**src/rtl/dimctl_pkg.sv**
```systemverilog
// Shared types and default constants for the dimming mode controller.
// Assumes an 8-bit level unless a user overrides the widths at the top.
package dimctl_pkg;

    typedef enum logic [1:0] {
        MODE_TEST   = 2'd0,
        MODE_FADE   = 2'd1,
        MODE_MANUAL = 2'd2
    } dim_mode_e;

    localparam int          DEF_LVL_W        = 8;
    localparam int          DEF_STEP         = 16;
    localparam int          DEF_STABLE_TICKS = 3;
    localparam int unsigned DEF_RESET_A      = 8'h80;
    localparam int unsigned DEF_RESET_B      = 8'h00;
    localparam int unsigned DEF_TEST_A       = 8'hC0;
    localparam int unsigned DEF_TEST_B       = 8'h40;

endpackage

```
**src/rtl/press_filter.sv**
```systemverilog
// Key filter: counts the consecutive ticks on which the raw key is high and
// raises a one-cycle press event, coincident with the tick, on the tick that
// completes the required run. The counter saturates, so a held key fires once.
// Assumes raw is already synchronised to clk.
module press_filter #(
    parameter int STABLE_TICKS = 3
) (
    input  logic clk,
    input  logic rst_n,
    input  logic tick,
    input  logic raw,
    output logic press
);
    localparam int CW = $clog2(STABLE_TICKS + 1);
    localparam logic [CW-1:0] RUN_FIRE = CW'(STABLE_TICKS - 1);
    localparam logic [CW-1:0] RUN_SAT  = CW'(STABLE_TICKS);
    localparam logic [CW-1:0] RUN_ONE  = CW'(1);

    logic [CW-1:0] run_q;

    // Event when this tick extends the high run to the required length.
    always_comb press = tick && raw && (run_q == RUN_FIRE);

    // Track the length of the current high run, cleared by a low sample.
    always_ff @(posedge clk) begin
        if (!rst_n)
            run_q <= '0;
        else if (tick) begin
            if (!raw)
                run_q <= '0;
            else if (run_q != RUN_SAT)
                run_q <= run_q + RUN_ONE;
        end
    end
endmodule

```
**src/rtl/mode_seq.sv**
```systemverilog
// Mode sequencer: advances Test -> Fade -> Manual -> Test on each mode key
// event. Leaves reset in Fade so that the soft-start ramp runs at once.
// Assumes adv only pulses on a tick cycle.
module mode_seq
    import dimctl_pkg::*;
(
    input  logic      clk,
    input  logic      rst_n,
    input  logic      adv,
    output dim_mode_e mode
);
    dim_mode_e mode_q, mode_d;

    // Next mode in the cycle.
    always_comb begin
        mode_d = mode_q;
        if (adv) begin
            case (mode_q)
                MODE_TEST:   mode_d = MODE_FADE;
                MODE_FADE:   mode_d = MODE_MANUAL;
                default:     mode_d = MODE_TEST;
            endcase
        end
    end

    // Mode register.
    always_ff @(posedge clk) begin
        if (!rst_n) mode_q <= MODE_FADE;
        else        mode_q <= mode_d;
    end

    assign mode = mode_q;
endmodule

```
**src/rtl/chan_level.sv**
```systemverilog
// One channel's level: a fixed load in Test mode, a bouncing one-count ramp
// in Fade mode, and a saturating coarse step per press in Manual mode.
// Acts only on tick cycles. The mode input is the mode before this tick.
module chan_level
    import dimctl_pkg::*;
#(
    parameter int          LVL_W     = 8,
    parameter int          STEP      = 16,
    parameter int unsigned RESET_LVL = 0,
    parameter int unsigned TEST_LVL  = 0
) (
    input  logic             clk,
    input  logic             rst_n,
    input  logic             tick,
    input  dim_mode_e        mode,
    input  logic             press,
    output logic [LVL_W-1:0] level
);
    localparam logic [LVL_W-1:0] LVL_MAX  = '1;
    localparam logic [LVL_W-1:0] LVL_ONE  = LVL_W'(1);
    localparam logic [LVL_W-1:0] STEP_V   = LVL_W'(STEP);
    localparam logic [LVL_W-1:0] HEADROOM = LVL_MAX - STEP_V;
    localparam logic [LVL_W-1:0] RST_V    = LVL_W'(RESET_LVL);
    localparam logic [LVL_W-1:0] TEST_V   = LVL_W'(TEST_LVL);

    logic [LVL_W-1:0] lvl_q, lvl_d;
    logic             up_q, up_d;

    // Next level and direction for the current tick.
    always_comb begin
        lvl_d = lvl_q;
        up_d  = up_q;
        if (tick) begin
            case (mode)
                MODE_TEST: lvl_d = TEST_V;
                MODE_FADE: begin
                    if (up_q) begin
                        if (lvl_q == LVL_MAX) begin
                            up_d  = 1'b0;
                            lvl_d = lvl_q - LVL_ONE;
                        end else
                            lvl_d = lvl_q + LVL_ONE;
                    end else begin
                        if (lvl_q == '0) begin
                            up_d  = 1'b1;
                            lvl_d = lvl_q + LVL_ONE;
                        end else
                            lvl_d = lvl_q - LVL_ONE;
                    end
                end
                MODE_MANUAL: begin
                    if (press)
                        lvl_d = (lvl_q > HEADROOM) ? LVL_MAX : lvl_q + STEP_V;
                end
                default: lvl_d = lvl_q;
            endcase
        end
    end

    // Level and ramp direction registers; the ramp starts upward.
    always_ff @(posedge clk) begin
        if (!rst_n) begin
            lvl_q <= RST_V;
            up_q  <= 1'b1;
        end else begin
            lvl_q <= lvl_d;
            up_q  <= up_d;
        end
    end

    assign level = lvl_q;
endmodule

```
**src/rtl/dim_mode_ctrl.sv**
```systemverilog
// Top of the two-channel dimming mode controller. Filters the three keys,
// sequences the mode and holds one level engine per channel.
// Assumes the keys are synchronised and tick is a single-cycle strobe.
module dim_mode_ctrl
    import dimctl_pkg::*;
#(
    parameter int          LVL_W        = DEF_LVL_W,
    parameter int          STEP         = DEF_STEP,
    parameter int          STABLE_TICKS = DEF_STABLE_TICKS,
    parameter int unsigned RESET_A      = DEF_RESET_A,
    parameter int unsigned RESET_B      = DEF_RESET_B,
    parameter int unsigned TEST_A       = DEF_TEST_A,
    parameter int unsigned TEST_B       = DEF_TEST_B
) (
    input  logic             clk,
    input  logic             rst_n,
    input  logic             tick,
    input  logic             key_a,
    input  logic             key_b,
    input  logic             key_mode,
    output logic [LVL_W-1:0] level_a,
    output logic [LVL_W-1:0] level_b,
    output logic [1:0]       mode_code
);
    localparam int N_CH = 2;

    logic [N_CH-1:0]  ch_raw;
    logic [N_CH-1:0]  ch_press;
    logic [LVL_W-1:0] ch_level [N_CH];
    logic             mode_press;
    dim_mode_e        mode;

    assign ch_raw = {key_b, key_a};

    press_filter #(.STABLE_TICKS(STABLE_TICKS)) u_mode_key (
        .clk(clk), .rst_n(rst_n), .tick(tick), .raw(key_mode), .press(mode_press)
    );

    mode_seq u_mode (
        .clk(clk), .rst_n(rst_n), .adv(mode_press), .mode(mode)
    );

    for (genvar g = 0; g < N_CH; g++) begin : g_ch
        press_filter #(.STABLE_TICKS(STABLE_TICKS)) u_key (
            .clk(clk), .rst_n(rst_n), .tick(tick), .raw(ch_raw[g]), .press(ch_press[g])
        );
        chan_level #(
            .LVL_W    (LVL_W),
            .STEP     (STEP),
            .RESET_LVL((g == 0) ? RESET_A : RESET_B),
            .TEST_LVL ((g == 0) ? TEST_A : TEST_B)
        ) u_lvl (
            .clk(clk), .rst_n(rst_n), .tick(tick), .mode(mode),
            .press(ch_press[g]), .level(ch_level[g])
        );
    end

    assign level_a   = ch_level[0];
    assign level_b   = ch_level[1];
    assign mode_code = mode;
endmodule

```
**config.mk**
```make
export PLATFORM = sky130hd
export DESIGN_NAME = dim_mode_ctrl
export DESIGN_NICKNAME = d
export VERILOG_FILES = /design/src/rtl/dimctl_pkg.sv /design/src/rtl/press_filter.sv /design/src/rtl/mode_seq.sv /design/src/rtl/chan_level.sv /design/src/rtl/dim_mode_ctrl.sv
export SDC_FILE = /design/constraint.sdc
export NUM_CORES = 1
export LEC_CHECK = 0
export BUFFER_PORTS_ARGS = -buffer_cell sky130_fd_sc_hd__buf_2
export CAP_MARGIN = 20
export CORE_ASPECT_RATIO = 1.2
export CORE_MARGIN = 10
export CORE_UTILIZATION = 40
export DETAILED_ROUTE_END_ITERATION = 8
export SLEW_MARGIN = 20
export SYNTH_ARGS = -nofsm -noshare
export SYNTH_HDL_FRONTEND = slang
export SYNTH_SLANG_ARGS = --single-unit
```
**constraint.sdc**
```tcl
create_clock -name clk -period 4.1 [get_ports clk]
set_input_delay 0.615 -clock clk [delete_from_list [all_inputs] [get_ports clk]]
set_output_delay 0.615 -clock clk [all_outputs]
set_load 0.005 [all_outputs]
```
==> metrics.txt, run 1 <==
DRT Wirelength 6.28 mm; Yosys warning total 0; ANT nets after route 0; outcome complete, no violations; Place WS 1.65 ns; worst-path fanout max 11; CTS Root Cell clkbuf_8; via count 2259; dpl cell area 2510 sq um; global-route wire length before repair 10.2 mm; Worst R2R Setup Slack 1.65 ns; Core Util, Final 42.9%; full die area 9660 sq um; worst endpoint required time 4.25 ns; post-CTS sizing 0; fin crit period 2.45 ns; final std cells w/o fill 391; Num CTS Buffers 3; crit path capture type flop; final setup vio count 0; largest area contributor in the netlist dfxtp_1; net count after synthesis 331; Skew-Pair Late Insertion Delay 0.27 ns; RSZ-0062 raised after global routing no; Final nets 339; hpwl dp 4.81 mm; Top delay family on crit path compound AO/OA/AOI/OAI gates; CP Cell Sequence ha_1 -> nand3_1 -> a21oi_1 -> o21ai_0 -> a22oi_1 -> o32ai_1; Placed Cells 387; Yosys reg bits 26; area of the core 5970 sq um; Std-Cell Rows 31; Layout area overhead 4.65%; Die X-Extent 91.4 um; Slew Viols, Final 0; max_cap viols 0; GR Util All Layers 12.5%; Setup CP Type reg -> reg; most common cell after layout, fill and taps aside nand2_1; FF-to-FF End g_ch[1].u_lvl.level[1]; Setup TNS 0 ns; Post-synth EDFFs 0; vias in the first global route 2076; Pwr Density 222 nW/um^2; worst setup margin 1.65 ns; synth top area cells dfxtp_1, ha_1, nand2_1; top-area cell type share of the netlist area 21.3%; Vias/cell 5.78; critical path's slowest cell a21oi_1; Setup Fix Bufs, Post-CTS 0; clock-pin slew on the worst setup and hold paths 0.10 ns; H-tree Lvls 1; CP Data Arrival Time 2.60 ns; pin count of the biggest net entering global routing 27; grt ovf 0; clk sink count 26; Placer Congestion 0.841; Die Y 106 um; worst rel slew slack 47.4%; R2R cell count 6; Routed WL per cell 16.1 um; Clock Skews 0.00454 ns; Max VDD drop 150 uV; Design Area, Final 2560 sq um; most frequent cells in the layout nand2_1, dfxtp_1, ha_1, buf_2, a21oi_1; clock buffer depth 2; worst min-delay path category reg -> reg; Async S/R FF share, synth 0%; Hold Worst Slack 0.539 ns; synthesized cell area 2450 sq um; layout cell share with drive strength beyond 1 14.6%; Fill cells 645; cts hold-fix bufs 0; Cell variety after synth 71; max incr delay on CP 0.66 ns; # port buffers 23; Primary FF master, synth dfxtp_1; DR iter-0 viols 156; Tcrit/Tclk final 59.8%; Hold EP g_ch[0].u_key.run_q[1]; Starting Density 41.0%; Hold Crit Depth 2; Pleak 1.04 nW; Mean Syn Cell Area 8.10 sq um; residual DRC count 0; crit path buf inv count 0; IO Count 24; gate count of the mapped netlist 302; antenna violations before repair 0; first drt pass iteration count 6; n_diodes 0; Critical Path Start Type flop; CP startpoint g_ch[1].u_lvl.level[5]; Critical R2R Launch g_ch[1].u_lvl.level[5]; Max Clk Rate 408 MHz; register area share after synthesis 21.3%; Worst Max-Slew Pin Slew 0.789 ns; endpoints failing hold 0; CTS tree yes; Tot Pwr 0.568 mW; Hold Path Origin g_ch[0].u_key.run_q[1]
==> cells by family after synthesis <==
logic type | after synthesis | share of synthesized area [%]
DFF | 26 | 21.3
xor gates and xnor gates | 4 | 1.43
AOI/OAI and AO/OA | 92 | 27.7
buffers and inverters | 40 | 9.71
muxes | 7 | 3.07
and+or+nand+nor | 110 | 25.1
adders and majority gates | 23 | 11.8
==> area by class of cell <==
cell class	count	area [sq um]	share of cell area [%]
repair buffers	24	123	4.79
inverters	19	71.3	2.78
well taps	82	103	4.01
flip-flops and latches	26	520	20.3
clock buffers	4	55.1	2.15
multi-input cells	236	1690	66.0
==> cells in the mapped netlist, types with 4 or more instances <==
cell type and n:
a211oi_1 4, a21o_1 5, a21oi_1 20, a22oi_1 5
and3_1 6, buf_2 5, buf_6 6, clkbuf_1 4
dfxtp_1 26, ha_1 23, inv_1 19, nand2_1 29
nand3_1 16, nand4_1 4, nor2_1 14, nor3_1 15
o2111ai_1 4, o211ai_1 4, o21ai_0 13
==> worst reg2reg max path: stages, from the launching register on <==
cell     delay, ns
dfxtp_1       0.51
ha_1          0.35
nand3_1       0.15
a21oi_1       0.66
o21ai_0       0.33
a22oi_1       0.23
o32ai_1       0.11
==> per-layer routing <==
layer,share of wire (%),up-vias,wire (um),GRT usage (%)
met2,49,58,3100,21.9
li1,-,1147,-,-
met4,1.6,0,98,3.81
met1,44,1046,2750,15.0
met5,0,-,0,0
met3,5.3,8,333,2.06
==> how the worst max path moves through the flow <==
stage	to	cells after the start
2_1_floorplan	g_ch[0].u_lvl.level[7]	6
3_3_place_gp	g_ch[1].u_lvl.level[3]	6
3_5_place_dp	g_ch[1].u_lvl.level[3]	6
4_1_cts	g_ch[1].u_lvl.level[3]	6
5_1_grt	g_ch[1].u_lvl.level[1]	6
6_report	g_ch[1].u_lvl.level[1]	6
==> sequential cells by signal, indices dropped and copies added, names as in the netlist <==
signal	cells
u_mode_key.run_q	2
u_mode.mode	2
g_ch.u_lvl.level	16
g_ch.u_key.run_q	4
g_ch.u_lvl.up_q	2
==> where the power goes <==
group / internal [mW] / switching, mW / leakage [nW]
combinational: 0.0503 / 0.0640 / 0.799
clock: 0.0859 / 0.0852 / 0.0288
sequential: 0.263 / 0.0204 / 0.212
(Power assumes the default switching activity.)
==> run 2: changes to the inputs <==
clock period = 2.2 ns   (was 4.1 ns; I/O delays follow)
==> run 2 against run 1 <==
Die area unchanged. Clock-buffer cell count fell by 1. Cell count increased by 6.6%. Power rose by 110%. Combinational power rose by 100%. Critical endpoint is now g_ch[0].u_lvl.level[7]. Largest power group unchanged.
==> metrics.txt, run 2 (synthesis gave the netlist of run 1 again) <==
outcome complete, no violations; vias in the first global route 2302; max_cap viols 0; Hold EP u_mode.mode[0]; Slew Viols, Final 0; Placer Congestion 0.819; IO Count 24; Tot Pwr 1.17 mW; Hold Path Origin rst_n; worst-path fanout max 6; Clock Skews 0.00257 ns; Fill cells 616; Vias/cell 5.63; Max Clk Rate 480 MHz; clock buffer depth 2; area of the core 5970 sq um; via count 2347; CP Data Arrival Time 2.26 ns; Layout area overhead 13.3%; Max VDD drop 377 uV; FF-to-FF End g_ch[0].u_lvl.level[7]; final setup vio count 0; residual DRC count 0; pin count of the biggest net entering global routing 20; Hold Crit Depth 2; Pleak 1.18 nW; clock-pin slew on the worst setup and hold paths 0.10 ns; CP Cell Sequence ha_1 -> and3_1 -> a2111o_1 -> o22ai_1 -> mux2_1 -> a221o_1; R2R cell count 6; layout cell share with drive strength beyond 1 21.5%; max incr delay on CP 0.42 ns; full die area 9660 sq um; Num CTS Buffers 3; Tcrit/Tclk final 94.8%; clk sink count 26; Setup Fix Bufs, Post-CTS 0; Std-Cell Rows 31; Worst Max-Slew Pin Slew 0.437 ns; # port buffers 23; H-tree Lvls 1; Starting Density 41.0%; worst endpoint required time 2.37 ns; fin crit period 2.09 ns; Setup TNS 0 ns; worst rel slew slack 70.6%; cts hold-fix bufs 0; CTS tree yes; global-route wire length before repair 11.0 mm; hpwl dp 5.04 mm; crit path capture type flop; Setup CP Type reg -> reg; Routed WL per cell 15.4 um; WL met2 3.10 mm; Die Y 106 um; DRT Wirelength 6.42 mm; Critical Path Start Type flop; GR Util All Layers 13.2%; grt ovf 0; critical path's slowest cell a2111o_1; M1 WL 2.95 mm; DR top layer met4; DR iter-0 viols 166; antenna violations before repair 0; most common cell after layout, fill and taps aside nand2_1; ANT nets after route 0; met3 wire length 283 um; CTS Root Cell clkbuf_8; first drt pass iteration count 4; Critical R2R Launch g_ch[0].u_lvl.level[5]; RSZ-0062 raised after global routing no; Final nets 365; Worst R2R Setup Slack 0.11 ns; n_diodes 0; endpoints failing hold 0; Die X-Extent 91.4 um; most frequent cells in the layout nand2_1, buf_4, dfxtp_1; Largest register FFs 16; worst min-delay path category in -> reg; Skew-Pair Late Insertion Delay 0.28 ns; Pwr Density 420 nW/um^2
==> run 2: per-layer routing <==
metal,vias to the layer above,track usage (%)
li1,1202,-
met1,1095,15.8
met2,43,23.1
met3,7,2.13
met4,0,4.71
met5,-,0
==> run 2: final cells by class <==
| type | instances | area, sq um | area share, % |
|---|---|---|---|
| repair buffers | 50 | 318 | 11.5 |
| clock inverters | 1 | 30.0 | 1.08 |
| inverters | 19 | 71.3 | 2.57 |
| flip-flops and latches | 26 | 520 | 18.8 |
| multi-input cells | 236 | 1690 | 60.9 |
| clock buffers | 3 | 41.3 | 1.49 |
| well taps | 82 | 103 | 3.70 |
==> run 2: worst max-delay path, delay by kind of cell, from the launching register on <==
family                     cells  cell delay (ns)
and+or+nand+nor                1             0.21
DFF                            1             0.37
muxes                          1             0.33
AOI/OAI and AO/OA              3             0.84
adders and majority gates      1             0.21
==> run 2: worst max path at each step <==
| stage | depth (start not counted) | to | startpoint |
|---|---|---|---|
| after floorplan | 6 | g_ch[0].u_lvl.level[7] | g_ch[0].u_lvl.level[4] |
| after global placement | 6 | g_ch[0].u_lvl.level[7] | g_ch[0].u_lvl.level[1] |
| after detailed placement | 6 | g_ch[0].u_lvl.level[7] | g_ch[0].u_lvl.level[5] |
| after CTS | 6 | g_ch[0].u_lvl.level[7] | g_ch[0].u_lvl.level[5] |
| after global routing | 7 | g_ch[0].u_lvl.level[7] | g_ch[0].u_lvl.level[0] |
| final | 6 | g_ch[0].u_lvl.level[7] | g_ch[0].u_lvl.level[5] |
==> run 2: report_power, final <==
part | switching, mW | total, mW | leakage (nW) | internal [mW]
combinational | 0.125 | 0.229 | 0.932 | 0.105
clock | 0.168 | 0.412 | 0.0357 | 0.244
sequential | 0.0345 | 0.524 | 0.212 | 0.489
==> run 2: what timing repair did <==
action / in CTS / in global routing
endpoints found under the hold margin: 0 / 0
endpoints found under the setup margin: 0 / 1
resized for setup: 0 / 1
==> run 2: metrics by stage <==
step	instances	setup slack, ns	area [sq um]	utilization (%)	hold slack, ns
3_3_place_gp	413	0.148	2700	45.2	0.510
3_5_place_dp	413	0.126	2700	45.2	0.526
4_1_cts	417	0.112	2770	46.4	0.299
5_1_grt	417	0.00537	2770	46.4	0.310
6_report	417	0.115	2770	46.4	0.298
2_1_floorplan	302	0.112	2450	-	0.487
